## config.mk

```make
export PLATFORM = sky130hd
export DESIGN_NAME = codec_link_seq
export DESIGN_NICKNAME = d
export VERILOG_FILES = /design/src/rtl/codec_link_seq.sv
export SDC_FILE = /design/constraint.sdc
export NUM_CORES = 1
export LEC_CHECK = 0
export ABC_AREA = 1
export BUFFER_PORTS_ARGS = -buffer_cell sky130_fd_sc_hd__buf_4
export CORE_MARGIN = 3
export CORE_UTILIZATION = 32
export CTS_CLUSTER_DIAMETER = 80
export DETAILED_ROUTE_END_ITERATION = 12
export PLACE_DENSITY = 0.56
export SLEW_MARGIN = 20
export SYNTH_ARGS = -nofsm -noshare
export SYNTH_HDL_FRONTEND = slang
export SYNTH_SLANG_ARGS = --single-unit
```

## constraint.sdc

```tcl
create_clock -name clk -period 3.9 [get_ports clk]
set_input_delay 0.78 -clock clk [delete_from_list [all_inputs] [get_ports clk]]
set_output_delay 0.78 -clock clk [all_outputs]
set_load 0.005 [all_outputs]
```

## src/rtl/codec_link_seq.sv

```systemverilog
module codec_link_seq #(
  parameter int W           = 16,
  parameter int ALLOC_UNITS = 8,
  parameter int SF_WORDS    = 4,
  parameter int RDY_BIT     = 10,
  parameter int E_BIT       = 11
) (
  input  logic         clk,
  input  logic         rst,
  input  logic         frame_sync,
  input  logic         dec_mode,
  input  logic         scale_sel,
  input  logic         alloc_valid,
  input  logic [W-1:0] alloc_data,
  output logic         alloc_pop,
  input  logic         sf_valid,
  input  logic [W-1:0] sf_data,
  output logic         sf_pop,
  input  logic         host_set_wr,
  input  logic [W-1:0] host_set_data,
  input  logic         host_ext_wr,
  input  logic [W-1:0] host_ext_data,
  output logic [W-1:0] host_status,
  output logic         cod_req,
  output logic [2:0]   cod_kind,
  output logic [W-1:0] cod_wdata,
  input  logic         cod_ack,
  input  logic [W-1:0] cod_rdata
);
  localparam int MAXC = (ALLOC_UNITS > SF_WORDS) ? ALLOC_UNITS : SF_WORDS;
  localparam int CW   = $clog2(MAXC + 1);
  localparam logic [2:0] K_RD = 3'd0, K_AL = 3'd1, K_SET = 3'd2, K_SF = 3'd3, K_EXT = 3'd4;

  typedef enum logic [2:0] {IDLE, ST_RD, AL_WR, POLL, SET_WR, SF_WR, EXT_WR} st_t;
  st_t st;

  logic [W-1:0]  stat, set_reg, ext_reg;
  logic [CW-1:0] cnt;
  logic          s_flag, e_flag, fs_pend, ext_pend, done, last_al, last_sf, go_rd;

  assign cod_req = (st == ST_RD) || (st == POLL) || (st == SET_WR) || (st == EXT_WR)
                || (st == AL_WR && alloc_valid) || (st == SF_WR && sf_valid);
  assign done      = cod_req && cod_ack;
  assign last_al   = cnt == CW'(ALLOC_UNITS - 1);
  assign last_sf   = cnt == CW'(SF_WORDS - 1);
  assign alloc_pop = done && st == AL_WR;
  assign sf_pop    = done && st == SF_WR;
  assign go_rd     = st == IDLE && fs_pend;

  always_comb begin
    cod_kind  = K_RD;
    cod_wdata = '0;
    case (st)
      AL_WR:  begin cod_kind = K_AL;  cod_wdata = alloc_data; end
      SET_WR: begin cod_kind = K_SET; cod_wdata = set_reg;    end
      SF_WR:  begin cod_kind = K_SF;  cod_wdata = sf_data;    end
      EXT_WR: begin cod_kind = K_EXT; cod_wdata = ext_reg;    end
      default: ;
    endcase
    host_status          = stat;
    host_status[RDY_BIT] = s_flag;
    host_status[E_BIT]   = e_flag;
  end

  always_ff @(posedge clk) begin
    if (rst) begin
      st <= IDLE; cnt <= '0; stat <= '0; set_reg <= '0; ext_reg <= '0;
      s_flag <= 1'b1; e_flag <= 1'b1; fs_pend <= 1'b0; ext_pend <= 1'b0;
    end else begin
      fs_pend <= frame_sync || (fs_pend && !go_rd);
      case (st)
        IDLE:
          if (fs_pend) st <= ST_RD;
          else if (ext_pend && !dec_mode) st <= EXT_WR;
        ST_RD:
          if (done) begin
            stat <= cod_rdata;
            cnt  <= '0;
            st   <= dec_mode ? IDLE : AL_WR;
          end
        AL_WR:
          if (done) begin
            cnt <= cnt + 1'b1;
            st  <= last_al ? SET_WR : POLL;
          end
        POLL:
          if (done) begin
            stat <= cod_rdata;
            if (cod_rdata[RDY_BIT]) st <= AL_WR;
          end
        SET_WR:
          if (done) begin
            s_flag <= 1'b1;
            cnt    <= '0;
            st     <= scale_sel ? IDLE : SF_WR;
          end
        SF_WR:
          if (done) begin
            cnt <= cnt + 1'b1;
            if (last_sf) st <= IDLE;
          end
        EXT_WR:
          if (done) begin
            ext_pend <= 1'b0;
            e_flag   <= 1'b1;
            st       <= IDLE;
          end
        default: st <= IDLE;
      endcase
      if (host_set_wr && s_flag) begin
        set_reg <= host_set_data;
        s_flag  <= 1'b0;
      end
      if (host_ext_wr && e_flag) begin
        ext_reg  <= host_ext_data;
        ext_pend <= 1'b1;
        e_flag   <= 1'b0;
      end
    end
  end

  p_req_hold_r4: assert property (@(posedge clk) disable iff (rst)
    cod_req && !cod_ack && cod_kind != K_AL && cod_kind != K_SF |=> cod_req && $stable(cod_kind));
  p_alloc_spaced_r4: assert property (@(posedge clk) disable iff (rst)
    cod_req && cod_ack && cod_kind == K_AL |=> cod_kind != K_AL);
  p_first_read_r2: assert property (@(posedge clk) disable iff (rst)
    $past(go_rd) |-> cod_kind == K_RD && cod_req);
  p_set_clear_r8: assert property (@(posedge clk) disable iff (rst)
    host_set_wr && !host_status[RDY_BIT] |=> $stable(set_reg));
  p_ext_clear_r9: assert property (@(posedge clk) disable iff (rst)
    host_ext_wr && host_status[E_BIT] |=> !host_status[E_BIT]);
  p_dec_reads_r11: assert property (@(posedge clk) disable iff (rst)
    dec_mode && cod_req |-> cod_kind == K_RD);
  p_scale_gate_r6: assert property (@(posedge clk) disable iff (rst)
    sf_pop |-> !scale_sel && !alloc_pop);
endmodule

```

# After elaboration in Yosys (flattened, before gate mapping)
# Cells that the tools add are included.
[totals] register_bits=59 latchBits=0 ram_bits=0 romBits=0 out_inout_bits=38 memories=0
[op_classes] n_addsub=1 multipliers=0 div=0 magnitude_cmp=0 n_eq_ne=19 n_shift=0 muxes=27 n_bitwise=0 reduce_logical=32
[op_table] operator="$pmux 16 s4" n=1
[op_table] operator="$mux 3" n=12
[op_table] operator="$pmux 3 s7" n=1
[op_table] operator="$ne 2x2->1 const B" n=8
[op_table] operator="$pmux 3 s4" n=1
[op_table] operator="$logic_and 1x1->1" n=10
[op_table] operator="$reduce_bool 2->1" n=5
[op_table] operator="$eq 3x3->1 const B" n=3
[op_table] operator="$reduce_and 9->1" n=1
[op_table] operator="$mux 1" n=8
[op_table] operator="$mux 4" n=2
[op_table] operator="$pmux 4 s2" n=1
[op_table] operator="$eq 3x2->1 const B" n=2
[op_table] operator="$logic_or 1x1->1" n=6
[op_table] operator="$reduce_and 2->1" n=3
[op_table] operator="$reduce_or 2->1" n=3
[op_table] operator="$add 4x1->4 const B" n=1
[op_table] operator="$eq 4x2->1 const B" n=1
[op_table] operator="$eq 4x3->1 const B" n=1
[op_table] operator="$ne 2x1->1 const B" n=2
[op_table] operator="$eq 3x1->1 const B" n=1
[op_table] operator="$logic_not 3->1" n=1
[op_table] operator="$ne 3x2->1 const B" n=1
[op_table] operator="$reduce_and 3->1" n=1
[op_table] operator="other kinds (2)" n=3

# Depth between registers and ports, before layout
# Gate-level depths: netlist (run 1).
[logic_depth] word_depth=10 ltp_mapped=11 depth_no_buf=10

# Worst setup path before layout (run 1)
# OpenSTA, ideal clock, no wires.
[synth_path] path_type="input -> output" start="input port sf_valid" end="output port alloc_pop" arrival_ns=1.198 required_time_ns=3.120 setup_slack_ns=1.922 path_stages=4 n_path_buf=0 cell_sequence="nand4_1 -> nand3_2 -> nand2_4 -> nor2_1"
[synth_via] elab_chain_len=4
[synth_lines] element="start: declaration" line_no="16" text="input logic sf_valid,"
[synth_lines] element="$logic_and 1x1->1" line_no="42" text="|| (st == AL_WR && alloc_valid) || (st == SF_WR && sf_valid);"
[synth_lines] element="$logic_or 1x1->1" line_no="42"
[synth_lines] element="via cod_req" line_no="24" text="output logic cod_req,"
[synth_lines] element="$logic_and 1x1->1" line_no="43" text="assign done = cod_req && cod_ack;"
[synth_lines] element="$logic_and 1x1->1" line_no="46" text="assign alloc_pop = done && st == AL_WR;"
[synth_lines] element="end: declaration" line_no="15" text="output logic alloc_pop,"
# The timed path passes the listed nets, and every way through them passes these cells.

# Worst setup path in the final report (run 1)
[layout_path] start="register st[0]" end="output port cod_wdata[12]"
[layout_via] elab_chain_len=2
[layout_lines] element="start: declaration" line_no="35" text="st_t st;"
[layout_lines] element="start signal: assignment" line_no="79" text="st <= dec_mode ? IDLE : AL_WR;"
[layout_lines] element="start signal: assignment" line_no="84" text="st <= last_al ? SET_WR : POLL;"
[layout_lines] element="start signal: assignment" line_no="95" text="st <= scale_sel ? IDLE : SF_WR;"
[layout_lines] element="$eq 3x3->1 / $eq 3x2->1 (equally long branches)" line_no="53" text="case (st)"
[layout_lines] element="$pmux 16 s4 (*)" line_no="53"
[layout_lines] element="end: declaration" line_no="26" text="output logic [W-1:0] cod_wdata,"
# Mark *: on every way between the ends. The rest lies on a longest branch, timed or not.

==> results of run 1 <==
metal layers:
layer	up-vias	global-route usage [%]
met4	0	6.62
met2	91	27.6
met5	-	0
li1	1519	-
met3	8	5.71
met1	1287	23.0
how the worst min path moves through the flow:
stage	slack, ps	to	from	cells past startpoint
4_1_cts	480	ext_pend$_SDFFE_PP0P_	ext_pend$_SDFFE_PP0P_	2
5_1_grt	500	set_reg[13]$_SDFFE_PP0P_	set_reg[13]$_SDFFE_PP0P_	2
3_3_place_gp	460	set_reg[12]$_SDFFE_PP0P_	set_reg[12]$_SDFFE_PP0P_	2
6_report	480	set_reg[12]$_SDFFE_PP0P_	set_reg[12]$_SDFFE_PP0P_	2
2_1_floorplan	440	ext_pend$_SDFFE_PP0P_	ext_pend$_SDFFE_PP0P_	2
3_5_place_dp	470	ext_reg[11]$_SDFFE_PP0P_	ext_reg[11]$_SDFFE_PP0P_	2
cell usage after synthesis (all sizes together):
| library cell | number |
|---|---|
| nor2 | 110 |
| nand2 | 94 |
| dfxtp | 57 |
| o21ai | 52 |
| inv | 19 |
| nand4 | 18 |
| nand3 | 13 |
| clkbuf | 12 |
| a21oi | 9 |
| buf | 8 |
| clkinv | 2 |
| ha | 2 |
| nor3 | 2 |
| nand3b | 1 |
| xnor2 | 1 |
critical path, stage by stage, from the launching register on:
cell,delay [ps]
dfxtp_1,610
inv_4,80
nand3_1,140
clkinv_1,490
nand2_1,200
nand4_1,130
buf_4,160
cell families (layout without fill, tap and decap cells):
family	count (synthesis)	count (layout)	synth area share [%]
AO/OA/AOI/OAI	61	61	11.3
flip-flops	57	57	41.8
AND/OR/NAND/NOR	238	238	38.1
XOR/XNOR	1	1	0.321
buffers and inverters	41	164	7.48
adder cells (fa/ha/maj)	2	2	0.917
area by class of cell:
type | instances | area [µm²] | area share (%)
multi-input cells | 302 | 1380 | 35.4
flip-flops and latches | 57 | 1140 | 29.2
repair buffers | 127 | 953 | 24.4
well taps | 105 | 131 | 3.36
clock buffers | 10 | 128 | 3.27
inverters | 21 | 86.3 | 2.21
clock inverters | 6 | 82.6 | 2.11
layout by cell type (no fill, tap or decap):
master	count
nand2_4	4
nor2_4	3
nor3_4	1
nor2_2	2
o21ai_1	3
nand2_1	90
a21oi_2	1
dfxtp_1	57
clkbuf_8	9
nand3_2	2
inv_1	13
clkinv_1	2
buf_4	127
inv_4	3
ha_1	2
nand3b_1	1
nand3_1	11
clkinvlp_4	1
xnor2_1	1
o21ai_0	49
nor3_1	1
nor2_1	105
inv_2	3
bufinv_16	2
clkinv_2	3
a21oi_1	8
nand4_1	18
clkbuf_1	1
power by group:
part | switching [mW] | total (mW) | internal, mW
sequential | 0.0589 | 0.704 | 0.646
combinational | 0.374 | 0.670 | 0.296
clock | 0.234 | 0.591 | 0.357
total | 0.668 | 1.97 | 1.30
==> results_dict.tcl, run 1 <==
set metrics [dict create \
    status "completed" \
    rsz0062_at_grt "no" \
    wl_met2_mm 3.83 \
    cts_root_buf "clkbuf_8" \
    antenna_found_initial 0 \
    clk_path_buf_depth 2 \
    wirelength_mm 8.44 \
    fin_skew_ps 9.09 \
    wl_per_cell_um 13.4 \
    clock.fmax_mhz 342 \
    p_leak_nw 1.85 \
    layout-drive-gt1-share_pct 30.8 \
    tightest_slew_ps 825 \
    cts_resized 0 \
    cts_made_buffers 9 \
    gp_congestion 0.834 \
    grt_pass1_vias 2822 \
    boundaryPins 128 \
    place_area_um2 3690 \
    antenna_left 0 \
    core_area_um2 8260 \
    numPortBuffers 126 \
    grt.total_usage_pct 17.7 \
    fin_area_um2 3910 \
    grt_overflow 0 \
    slew_viol_final 0 \
    cp-startpoint "st[0]$_SDFFE_PP0P_" \
    firstDrtPassIters 4 \
    avgSynthCellArea_um2 6.82 \
    cts_tree "done" \
    whs_ps 483 \
    dp_slack_ps 1290 \
    worstPathRequired_ps 3120 \
    hold_class "flip-flop to flip-flop" \
    drc 0 \
    synth_seq_area_share_pct 41.8 \
    reg2reg_from "st[1]$_SDFFE_PP0P_" \
    netlist.top_cell.by_area "dfxtp_1" \
    start_util_pct 33.0 \
    yosys_register_bits 57 \
    drt-met1-wl_mm 3.79 \
    path_class "flip-flop to output port" \
    fin_cells 628 \
    cts.clk_slew.worst_paths_ps 70 \
    setup_tns_ps 0 \
    p_total_mw 1.97 \
    antenna_cells 0 \
    r2r-end "cnt[3]$_SDFFE_PP0P_" \
    cts_hold_buf 0 \
    synth_fp_nets 492 \
    wl_met3_um 680 \
    period_share_pct 74.9 \
    relSlewSlack_pct 44.8 \
    area_delta_synth_final_pct 43.2 \
    nets 610 \
    grt_max_degree 52 \
    cap_violations 0 \
    syn_inst 400 \
    drt-vias-per-instance 4.63 \
    start_kind "flip-flop" \
    crit_arrival_ps 2140 \
    die_h_um 98.3 \
    vias 2905 \
    finalSetupViolations 0 \
    n_fill_cell 910 \
    reg2reg_depth 7 \
    endpoint_kind "output port" \
    hold_viol 0 \
    clk_latency_ps 320 \
    hpwlAfterDp_mm 6.01 \
    die-area_um2 9670 \
    htree_levels 3 \
    clkSinkCount 57 \
    ys_top_cells_by_area "dfxtp_1 42%, nor2_1 14%, nand2_1 12%" \
    drt_iter0_drc 92 \
    post-route-util_pct 47.3 \
    grt_pass1_wl_mm 14.0 \
    yosysTopAreaCellShare_pct 41.8 \
    peakVddDrop_uv 201 \
    yosys_warnings 0 \
    fp-row-count 33 \
    crit_path_max_fanout 17 \
    min_period_ps 2920 \
    setup_ws_ps 977 \
    synth_cell_types 26 \
    dieWidth_um 98.3 \
    cts_setup_buffers 0 \
    r2r_slack_ps 1930 \
    placed_cells 612 \
    cp-endpoint "cod_wdata[12]" \
    highest_layer "met4" \
    power_per_cell_area_nw_per_um2 503 \
    synth_area_um2 2730 \
]
Note: power is estimated with default switching activity, not from simulation.
==> inputs of run 2 (changes only) <==
ABC_AREA = 0   (was 1)
PLACE_DENSITY = 0.58   (was 0.56)
clock period = 2.55 ns   (was 3.9 ns; I/O delays follow)
==> run 2 against run 1 <==
Total power increased by 58%. Clock power grew 60%. Critical path depth shrank 1. Combinational power grew 69%. Sequential power is 48% higher. Area after synthesis is 2.8% lower. Cell count decreased by 9.1%. First-iteration DRC count grew 25%. Setup slack got worse by 880 ps. Hold slack got worse by 98 ps. Routed wire length grew 2.9%.
==> results_dict.tcl, run 2 <==
set metrics [dict create \
    fp-row-count 32 \
    p_leak_nw 1.71 \
    synth_cell_types 38 \
    grt_pass1_wl_mm 13.9 \
    endpoint_kind "output port" \
    clk_latency_ps 330 \
    min_period_ps 2460 \
    antenna_left 0 \
    power_per_cell_area_nw_per_um2 803 \
    die_h_um 97.0 \
    clock.fmax_mhz 407 \
    p_total_mw 3.11 \
    wl_met3_um 577 \
    boundaryPins 128 \
    wirelength_mm 8.69 \
    gp_congestion 0.831 \
    synthMuxAreaShare_pct 0.755 \
    core_area_um2 7890 \
    synth_fp_nets 438 \
    hold_viol 0 \
    antenna_cells 0 \
    cts_made_buffers 9 \
    final_cell_mix "132 x buf_4, 117 x nand2_1, 57 x dfxtp_1" \
    clk_path_buf_depth 2 \
    dieWidth_um 97.0 \
    drc 0 \
    hpwlAfterDp_mm 6.36 \
    crit_path_max_fanout 9 \
    finalSetupViolations 0 \
    layout-drive-gt1-share_pct 33.5 \
    slew_viol_final 0 \
    cts_setup_buffers 0 \
    drt-vias-per-instance 4.94 \
    numPortBuffers 126 \
    setup_tns_ps 0 \
    synth_area_um2 2650 \
    firstDrtPassIters 4 \
    vias 2822 \
    avgSynthCellArea_um2 7.66 \
    start_util_pct 33.6 \
    drt_iter0_drc 115 \
    fin_skew_ps 9.05 \
    synthAdderAreaFrac_pct 0.944 \
    highest_layer "met4" \
    yosys_warnings 0 \
    status "completed" \
    cts_tree "done" \
    yosysTopAreaCellShare_pct 43.0 \
    antenna_found_initial 0 \
    nets 556 \
    clkSinkCount 57 \
    synth_top_cells_by_count "117 x nand2_1, 57 x dfxtp_1, 56 x a21oi_1" \
    relSlewSlack_pct 54.3 \
    wl_met2_mm 3.96 \
    grt_pass1_vias 2698 \
    synth_compound_area_share_pct 25.2 \
    cts_root_buf "clkbuf_8" \
    die-area_um2 9410 \
    peakVddDrop_uv 329 \
    synth_flop_cell "dfxtp_1" \
    grt.total_usage_pct 18.4 \
    htree_levels 3 \
    hold_class "primary input to flip-flop" \
    area_delta_synth_final_pct 46.1 \
    grt_overflow 0 \
    drt-met1-wl_mm 3.94 \
    synth-xor-area-share_pct 0 \
    crit_arrival_ps 1950 \
    synthArstFlopShare_pct 0 \
    wl_per_cell_um 15.2 \
    period_share_pct 96.3 \
    netlist.top_cell.by_area "dfxtp_1" \
    yosysMostFrequentCell "nand2_1" \
    cts.clk_slew.worst_paths_ps 60 \
    yosys.area_share.simple_pct 24.7 \
    start_kind "flip-flop" \
    rsz0062_at_grt "no" \
    mostFrequentLayoutCell "buf_4" \
    synth-edff-count 0 \
    grt_max_degree 38 \
    cap_violations 0 \
    ys_top_cells_by_area "dfxtp_1 43%, nand2_1 17%, a21oi_1 11%" \
    path_class "flip-flop to output port" \
    whs_ps 385 \
    worstPathRequired_ps 2040 \
    tightest_slew_ps 685 \
    yosys_register_bits 57 \
    syn_inst 346 \
    synth_top_family_by_area "compound AO/OA/AOI/OAI gates" \
    synth_seq_area_share_pct 43.0 \
]
==> run 2: path summary, 6_finish.rpt <==
check | from | to | slack, ps | cells past startpoint
setup / recovery | st[0]$_SDFFE_PP0P_ | sf_pop | 90 | 5
hold / removal | frame_sync | fs_pend$_SDFF_PP0_ | 380 | 3
setup reg to reg | st[0]$_SDFFE_PP0P_ | stat[14]$_SDFFE_PP0P_ | 440 | 6
hold reg to reg | ext_reg[12]$_SDFFE_PP0P_ | ext_reg[12]$_SDFFE_PP0P_ | 450 | 2
==> run 2: area by class of cell <==
cell class                 count  area [µm²]
fill                         813        4020
multi-input combinational    258        1370
sequential                    57        1140
timing repair buffer         132         991
clock buffer                  11         141
tap                          102         128
clock inverter                 5        78.8
inverter                       6        22.5
==> run 2: critical path, stage by stage, from the launching register on <==
cell       delay [ps]
dfxtp_1           380
buf_4             200
nand4bb_1         290
a31oi_4           440
and2_1            190
buf_4             100
==> run 2: kinds of logic (layout without fill, tap and decap cells) <==
| group | count (synthesis) | count (layout) |
|---|---|---|
| DFF | 57 | 57 |
| AOI/OAI and AO/OA | 105 | 105 |
| and+or+nand+nor | 149 | 149 |
| muxes | 2 | 2 |
| adders and majority gates | 2 | 2 |
| buffers and inverters | 31 | 154 |
==> run 2: per-layer routing <==
layer  vias to the layer above  GRT usage, %
li1                       1430             -
met1                      1290          24.5
met2                        86          27.7
met3                        16          5.70
met4                         0          7.13
met5                         -             0
==> run 2: report_power, final <==
group	total, mW	leakage, nW	switching, mW	internal [mW]
registers	1.04	0.466	0.0790	0.963
clock network	0.943	0.113	0.367	0.575
logic	1.13	1.13	0.590	0.536
total	3.11	1.71	1.04	2.07
==> run 2: timing repair <==
item                                    in CTS  in global routing
gates resized for setup                      0                  1
endpoints found under the hold margin        0                  0
hold buffers                                 0                  0
endpoints found under the setup margin       0                 16
==> run 2: stage by stage <==
step	setup slack [ps]	cells	utilization [%]	cell area, µm²
floorplan	689	346	-	2650
global placement	406	555	46.3	3650
detailed placement	366	555	46.3	3650
CTS	11.9	571	49.1	3870
global route	11.8	571	49.1	3870
finish	95.0	571	49.1	3870
==> inputs of run 3 (changes only) <==
--- a/config.mk
+++ b/config.mk
@@ -8,5 +8,5 @@
 export ABC_AREA = 0
 export BUFFER_PORTS_ARGS = -buffer_cell sky130_fd_sc_hd__buf_4
-export CORE_MARGIN = 3
+export CORE_MARGIN = 4
 export CORE_UTILIZATION = 32
 export CTS_CLUSTER_DIAMETER = 80
==> constraint.sdc (replaced) <==
create_clock -name clk -period 2.55 [get_ports clk]
set_input_delay 0.765 -clock clk [delete_from_list [all_inputs] [get_ports clk]]
set_output_delay 0.765 -clock clk [all_outputs]
set_load 0.005 [all_outputs]
==> run 3 against run 2 <==
Total power is 0.95% higher. Setup slack worse by 7.3 ps. Clock power decreased by 2%. Global-route usage fell by 0.93 points. Critical endpoint is now alloc_pop. Largest power group unchanged. Routed wire length fell by 1.9%. Die area increased by 4.2%.
==> results_dict.tcl, run 3 (synthesis results as in run 2) <==
set metrics [dict create \
    peakVddDrop_uv 352 \
    slew_viol_final 0 \
    dp_slack_ps 123 \
    tightest_slew_ps 639 \
    area_delta_synth_final_pct 48.1 \
    grt_overflow 0 \
    power.switching_mw 1.03 \
    post-route-util_pct 49.8 \
    switching_share_pct 32.7 \
    p_leak_nw 1.72 \
    nets 559 \
    fin_area_um2 3930 \
    hold_viol 0 \
    endpoint_kind "output port" \
    cts_made_buffers 9 \
    cts.clk_slew.worst_paths_ps 70 \
    mostFrequentLayoutCell "buf_4" \
    power_per_cell_area_nw_per_um2 800 \
    core_area_um2 7890 \
    numPortBuffers 126 \
    antenna_cells 0 \
    cts_root_buf "clkbuf_8" \
    status "completed" \
    clkSinkCount 57 \
    dieWidth_um 99.0 \
    fin_cells 573 \
    htree_levels 3 \
    boundaryPins 128 \
    place_area_um2 3670 \
    relSlewSlack_pct 57.4 \
    vias 2789 \
    hold_class "flip-flop to flip-flop" \
    finalSetupViolations 0 \
    grt_max_degree 34 \
    final_cell_mix "133 x buf_4, 117 x nand2_1, 56 x a21oi_1" \
    r2r_slack_ps 600 \
    clk_latency_ps 330 \
    setup_ws_ps 87.7 \
    gp_congestion 0.805 \
    grt.total_usage_pct 17.4 \
    drc 0 \
    drt-vias-per-instance 4.87 \
    cap_violations 0 \
    layout-drive-gt1-share_pct 35.5 \
    cts_tree "done" \
    min_period_ps 2460 \
    start_util_pct 33.6 \
    drt_iter0_drc 103 \
    crit_path_max_fanout 10 \
    rsz0062_at_grt "no" \
    placed_cells 558 \
    die-area_um2 9810 \
    crit_arrival_ps 1700 \
    p_total_mw 3.14 \
    worstPathRequired_ps 1790 \
    grt_pass1_vias 2694 \
    wl_per_cell_um 14.9 \
    fp-row-count 32 \
    firstDrtPassIters 4 \
    grt_pass1_wl_mm 13.6 \
    die_h_um 99.0 \
    seqPwrFrac_pct 33.4 \
    hpwlAfterDp_mm 6.45 \
    path_class "flip-flop to output port" \
    antenna_found_initial 0 \
    wirelength_mm 8.52 \
    antenna_left 0 \
    clockPowerShare_pct 29.6 \
    period_share_pct 96.6 \
    power_frac_comb_pct 37.1 \
    setup_tns_ps 0 \
    clock.fmax_mhz 406 \
    internal-power_mw 2.11 \
    clk_path_buf_depth 2 \
    fin_skew_ps 6.23 \
    start_kind "flip-flop" \
    whs_ps 454 \
]
run 3: cell count changes in the layout (fill, tap and decap cells not counted), sizes merged:
cell / delta
clkinvlp: +2
clkinv: -2
clkbuf: -1
buf: +3
run 3: final timing paths:
check / startpoint / to / depth (start not counted)
hold reg to reg: ext_reg[13]$_SDFFE_PP0P_ / ext_reg[13]$_SDFFE_PP0P_ / 2
setup reg to reg: st[0]$_SDFFE_PP0P_ / stat[7]$_SDFFE_PP0P_ / 7
setup / recovery: st[0]$_SDFFE_PP0P_ / alloc_pop / 5
hold / removal: ext_reg[13]$_SDFFE_PP0P_ / ext_reg[13]$_SDFFE_PP0P_ / 2
run 3: final cells by class:
type	instances	area (µm²)
multi-input combinational	258	1390
sequential	57	1150
tap	102	128
clock buffer	10	138
inverter	6	22.5
clock inverter	5	80.1
fill	793	3960
timing repair buffer	135	1020
run 3: routing by layer:
metal	track usage (%)	part of all wire, %	vias to the layer above
li1	-	-	1430
met1	23.4	46	1254
met2	25.5	45	89
met3	5.31	7.1	16
met4	7.98	2.5	0
met5	0	0	-
run 3: repair_timing:
| action | CTS | global route |
|---|---|---|
| hold buffers | 0 | 0 |
| hold endpoints to repair | 0 | 0 |
| setup endpoints to repair | 19 | 13 |
| resized for setup | 6 | 5 |
| setup buffers | 0 | 0 |
| pin swaps | 1 | 1 |
run 3: worst max-delay path: stages (launching register included):
cell and delay [ps]:
dfxtp_2 350, buf_6 150, ha_1 370, a31oi_4 230
and2_1 170, buf_4 110
run 3: power groups by stage:
stage	Combinational [mW]	Sequential, mW	Clock, mW
finish	1.16	1.05	0.928
global route	1.29	1.06	0.997
CTS	1.15	1.05	0.949
detailed placement	1.14	1.06	0
global placement	1.13	1.05	0
floorplan	0.671	1.02	0
